[src/rtl/psq_pkg.sv]
package psq_pkg;
  localparam int RAIL_N = 4;

  typedef enum logic [1:0] {
    MODE_UP   = 2'b00,
    MODE_DOWN = 2'b01,
    MODE_RSV2 = 2'b10,
    MODE_RSV3 = 2'b11
  } psq_mode_e;

  typedef enum logic {
    ST_IDLE = 1'b0,
    ST_RUN  = 1'b1
  } psq_state_e;

  // lowest n rails on, in bring-up order
  function automatic logic [RAIL_N-1:0] rail_prefix(input int n);
    logic [RAIL_N-1:0] v;
    for (int i = 0; i < RAIL_N; i++) v[i] = (i < n);
    return v;
  endfunction
endpackage

[src/rtl/psq_req.sv]
module psq_req
  import psq_pkg::*;
(
  input  logic       clk,
  input  logic       rst,
  input  logic       req_valid,
  input  logic [1:0] req_mode,
  input  logic       take,
  output logic       pend_valid,
  output logic       pend_up,
  output logic       reject
);
  logic legal;
  assign legal = (req_mode == MODE_UP) || (req_mode == MODE_DOWN);

  always_ff @(posedge clk) begin
    if (rst) begin
      pend_valid <= 1'b0;
      pend_up    <= 1'b0;
      reject     <= 1'b0;
    end else begin
      reject <= req_valid && !legal;
      if (req_valid && legal) begin
        pend_valid <= 1'b1;
        pend_up    <= (req_mode == MODE_UP);
      end else if (take) begin
        pend_valid <= 1'b0;
      end
    end
  end
endmodule

[src/rtl/psq_timer.sv]
module psq_timer #(
  parameter int STEP_CYC = 500000
) (
  input  logic clk,
  input  logic rst,
  input  logic load,
  output logic expired
);
  localparam int CW = (STEP_CYC > 1) ? $clog2(STEP_CYC) : 1;
  localparam logic [CW-1:0] RELOAD = CW'(STEP_CYC - 1);

  logic [CW-1:0] cnt;

  always_ff @(posedge clk) begin
    if (rst)             cnt <= '0;
    else if (load)       cnt <= RELOAD;
    else if (cnt != '0)  cnt <= cnt - 1'b1;
  end

  assign expired = (cnt == '0);
endmodule

[src/rtl/psq_fsm.sv]
module psq_fsm
  import psq_pkg::*;
(
  input  logic              clk,
  input  logic              rst,
  input  logic              pend_valid,
  input  logic              pend_up,
  input  logic              expired,
  output logic              take,
  output logic              load,
  output logic [RAIL_N-1:0] rail,
  output logic              busy,
  output logic              done
);
  localparam int IW = $clog2(RAIL_N);
  localparam logic [IW-1:0] LAST_IDX = IW'(RAIL_N - 1);
  localparam logic [IW-1:0] PRE_LAST = IW'(RAIL_N - 2);

  psq_state_e state;
  logic          dir_up;
  logic [IW-1:0] idx;
  logic          start, finish, advance;

  always_comb begin
    take    = (state == ST_IDLE) && pend_valid;
    start   = take && (pend_up != rail[0]);
    finish  = (state == ST_RUN) && expired &&
              ((dir_up && idx == PRE_LAST) || (!dir_up && idx == LAST_IDX));
    advance = (state == ST_RUN) && expired && !finish;
    load    = start || advance;
  end

  always_ff @(posedge clk) begin
    if (rst) begin
      state  <= ST_IDLE;
      dir_up <= 1'b0;
      idx    <= '0;
      rail   <= '0;
      busy   <= 1'b0;
      done   <= 1'b0;
    end else begin
      done <= 1'b0;
      if (start) begin
        state  <= ST_RUN;
        dir_up <= pend_up;
        idx    <= '0;
        busy   <= 1'b1;
        rail   <= pend_up ? rail_prefix(1) : rail_prefix(RAIL_N - 1);
      end else if (advance) begin
        idx  <= idx + 1'b1;
        rail <= dir_up ? rail_prefix(int'(idx) + 2)
                       : rail_prefix(RAIL_N - 2 - int'(idx));
      end else if (finish) begin
        state <= ST_IDLE;
        busy  <= 1'b0;
        done  <= 1'b1;
        if (dir_up) rail <= rail_prefix(RAIL_N);
      end
    end
  end
endmodule

[src/rtl/panel_pwr_seq.sv]
module panel_pwr_seq
  import psq_pkg::*;
#(
  parameter int STEP_CYC = 500000
) (
  input  logic       clk,
  input  logic       rst,
  input  logic       req_valid,
  input  logic [1:0] req_mode,
  output logic       vdd_on,
  output logic       data_on,
  output logic       bias_on,
  output logic       panel_on,
  output logic       busy,
  output logic       done,
  output logic       req_reject
);
  logic              pend_valid, pend_up, take, load, expired;
  logic [RAIL_N-1:0] rail;

  psq_req u_req (
    .clk(clk), .rst(rst), .req_valid(req_valid), .req_mode(req_mode),
    .take(take), .pend_valid(pend_valid), .pend_up(pend_up),
    .reject(req_reject)
  );

  psq_timer #(.STEP_CYC(STEP_CYC)) u_tmr (
    .clk(clk), .rst(rst), .load(load), .expired(expired)
  );

  psq_fsm u_fsm (
    .clk(clk), .rst(rst), .pend_valid(pend_valid), .pend_up(pend_up),
    .expired(expired), .take(take), .load(load), .rail(rail),
    .busy(busy), .done(done)
  );

  assign vdd_on   = rail[0];
  assign data_on  = rail[1];
  assign bias_on  = rail[2];
  assign panel_on = rail[3];
endmodule

[config.mk]
export PLATFORM = sky130hd
export DESIGN_NAME = panel_pwr_seq
export DESIGN_NICKNAME = d
export VERILOG_FILES = /design/src/rtl/psq_pkg.sv /design/src/rtl/psq_req.sv /design/src/rtl/psq_timer.sv /design/src/rtl/psq_fsm.sv /design/src/rtl/panel_pwr_seq.sv
export SDC_FILE = /design/constraint.sdc
export NUM_CORES = 1
export LEC_CHECK = 0
export BUFFER_PORTS_ARGS = -buffer_cell sky130_fd_sc_hd__buf_2
export CAP_MARGIN = 20
export CORE_AREA = 2 2 59 61
export DETAILED_ROUTE_END_ITERATION = 7
export DIE_AREA = 0 0 61 63
export GPL_TIMING_DRIVEN = 0
export PLACE_DENSITY = 0.74
export SYNTH_ARGS = -nofsm -noshare
export SYNTH_HDL_FRONTEND = slang
export SYNTH_HIERARCHICAL = 1
export SYNTH_SLANG_ARGS = --single-unit
[constraint.sdc]
create_clock -name clk -period 4.9 [get_ports clk]
set_input_delay 0.98 -clock clk [delete_from_list [all_inputs] [get_ports clk]]
set_output_delay 0.98 -clock clk [all_outputs]
set_load 0.02 [all_outputs]
==> run metrics <==
outcome finished, final reports clean; Fin Setup TNS 0 ns; crit path cell chain inv_1 -> ha_1 -> or4b_2 -> nor3_1 -> nand2_1 -> inv_1 -> nand2_1 -> o21ai_0 -> clkbuf_1 -> nor2_1 -> o211ai_1 -> o41ai_1; R2R Path Start u_tmr/cnt[0]; Post-synth EDFFs 0; mean post-synth cell area 8.84 µm²; Setup violations, final 0; area leader, netlist dfxtp_1; most common flop cell mapped by yosys dfxtp_1; max reg flops 19; register with the most flip-flops u_tmr/cnt; Yosys reg bits 31; Hold Path Class flop to flop; core area 0.00323 mm²; Seq pwr share 0.332; Post-CTS Resized 0; Pwr Density 649 mW/mm²; global-route wire length before repair 6.66 mm; DRT Wirelength 3.85 mm; worst setup path startpoint u_tmr/cnt[0]; slew margin rel. 0.348; Starting Density 0.517; DR pass1 iterations 4; Port Buf Inserts 11; Async SR Flop Fraction 0; routed len/inst 15.2 µm; Crit Path Category flop to flop; fraction of layout cells with a size suffix above 1 0.173; top flop regs u_tmr/cnt (19), u_fsm/rail (4), u_fsm/idx (2); FF-to-FF End u_tmr/cnt[12]; Clk pwr share 0.142; synth warn 6; CTS tree done; area of the mapped netlist 0.00167 mm²; crit-path max FO 10; depth of the worst register-to-register path 12; Die Wd 61 µm; Leakage 0.713 nW; setup bufs post-CTS 0; DRC 0; Core Util, Final 0.573; # IOs 12; Worst setup endpoint u_tmr/cnt[12]; total CTS buffers 5; initial antenna violation count 0; CTS root buffer clkbuf_4; Final Hold Fails 0; clock skew 0.00852 ns; Comb power frac 0.525; Ant. Diodes 0; synth unique cells 47; number of global-route vias before repair 1478; Fillers 297; Crit path buffers/inverters 3; Critical Path End Type flop; DP HPWL 2.78 mm; DRT iter0 DRCs 84; synth top area cells dfxtp_1 (37%), ha_1 (5.2%), or3_1 (5.2%), a21oi_1 (3.0%), inv_1 (2.9%); post-synthesis instance total 189; Clock Tree Buf Depth 2; Yosys top cell area share 0.371; Stages on worst setup path 12; hold path cells 2; Die Span Y 63 µm; Pint 0.664 mW; most frequent cells in the layout dfxtp_1 (31), or3_1 (14), inv_1 (13); Via Count 1557; Worst-Margin Slew 0.968 ns; Via density 6.13; Antenna Nets Post-Route 0; global-route usage over all layers 0.224; CTS clk-pin slew, worst paths 0.10 ns; worst stage delay on the critical path 0.66 ns; Die ar. 0.00384 mm²; final slew viol count 0; hold buffers post-CTS 0; cell with the largest stage delay on the worst path o21ai_0; Peak VDD IR 0.266 mV; GR Overflow Total 0; syn nets 201; CTS H-tree depth 2; Switching Share 0.447; CP startpoint kind flop; maxcap violations 0; pin count of the biggest net entering global routing 17; min cycle time layout 4.19 ns; Routability Congestion 0.831; clk sinks 31; FMAX 239 MHz; sequential-to-total area share from yosys stat 0.371; Switch Pwr 0.538 mW; Rows 21; commonest non-fill, non-tap cell in the layout dfxtp_1; WP data required 5.08 ns; Final Cycle Share 0.855; RSZ-0062 raised after global routing no; R2R setup slack 0.71 ns; nets 219; Worst Path Arrival 4.37 ns; Area Growth Syn to Fin 10.9%; Clk Latency, worst-skew pair 0.33 ns; Crit path max-delay family simple AND/OR/NAND/NOR gates
==> worst register-to-register path: cells and delay by family, from the launching register on <==
kind | cells | cell delay, ns
simple gates | 5 | 1.85
flops | 1 | 0.34
compound gates | 3 | 0.90
fa+ha+maj | 1 | 0.19
buf+inv | 3 | 0.76
==> logic make-up (layout without fill, tap and decap cells) <==
family          after synthesis  count (layout)  share of synthesized area
compound gates               54              54                      0.230
xor+xnor                      1               1                    0.00524
fa+ha+maj                     7               7                     0.0524
buf+inv                      21              40                     0.0569
flops                        31              31                      0.371
mux                           5               5                     0.0329
simple gates                 70              70                      0.252
==> area by class of cell <==
type / instances / area [µm²] / area share
multi-input combinational: 137 / 956 / 0.516
sequential: 31 / 621 / 0.335
clock buffer: 8 / 68.8 / 0.0371
tap: 46 / 57.6 / 0.0311
timing repair buffer: 11 / 55.1 / 0.0297
inverter: 13 / 48.8 / 0.0263
buffer: 8 / 46.3 / 0.0250
==> power by group through the flow <==
stage	clock network [mW]	logic, mW	registers [mW]
2_1_floorplan	0	0.497	0.383
3_3_place_gp	0	0.587	0.394
3_5_place_dp	0	0.616	0.402
4_1_cts	0.176	0.621	0.397
5_1_grt	0.190	0.701	0.410
6_report	0.171	0.632	0.400
==> through the flow <==
step / power [mW] / instance area (µm²) / cells / hold WS (ns) / setup slack (ns)
floorplan: 0.880 / 1670 / 189 / 0.443 / 1.80
global placement: 0.981 / 1780 / 246 / 0.462 / 1.00
detailed placement: 1.02 / 1780 / 246 / 0.463 / 0.822
CTS: 1.19 / 1850 / 254 / 0.475 / 0.793
global route: 1.30 / 1850 / 254 / 0.504 / 0.399
finish: 1.20 / 1850 / 254 / 0.472 / 0.711
==> how the worst min path moves through the flow <==
stage,from,endpoint,slack (ns)
after floorplan,u_tmr/cnt[5],u_tmr/cnt[5],0.44
after global placement,u_tmr/cnt[5],u_tmr/cnt[5],0.46
after detailed placement,u_tmr/cnt[5],u_tmr/cnt[5],0.46
after CTS,u_tmr/cnt[5],u_tmr/cnt[5],0.48
after global routing,u_tmr/cnt[5],u_tmr/cnt[5],0.50
final,u_tmr/cnt[5],u_tmr/cnt[5],0.47
==> per-layer routing <==
layer	track usage	vias to the layer above	part of all wire
met5	0	-	0
met4	0.0707	0	0.015
met3	0.0580	11	0.053
met2	0.364	57	0.49
met1	0.283	734	0.44
li1	-	755	-
==> cells in the mapped netlist (4+ instances only) <==
cell type	n
or4_1	6
nor2_1	10
o41ai_1	4
mux2i_1	4
nand2_1	9
a21oi_1	10
o21ai_0	7
ha_1	7
dfxtp_1	31
clkbuf_1	5
a311oi_1	4
or2_2	5
a31oi_1	6
inv_1	13
nor3_1	4
a211oi_1	4
or3_1	14
(Power assumes the default switching activity.)
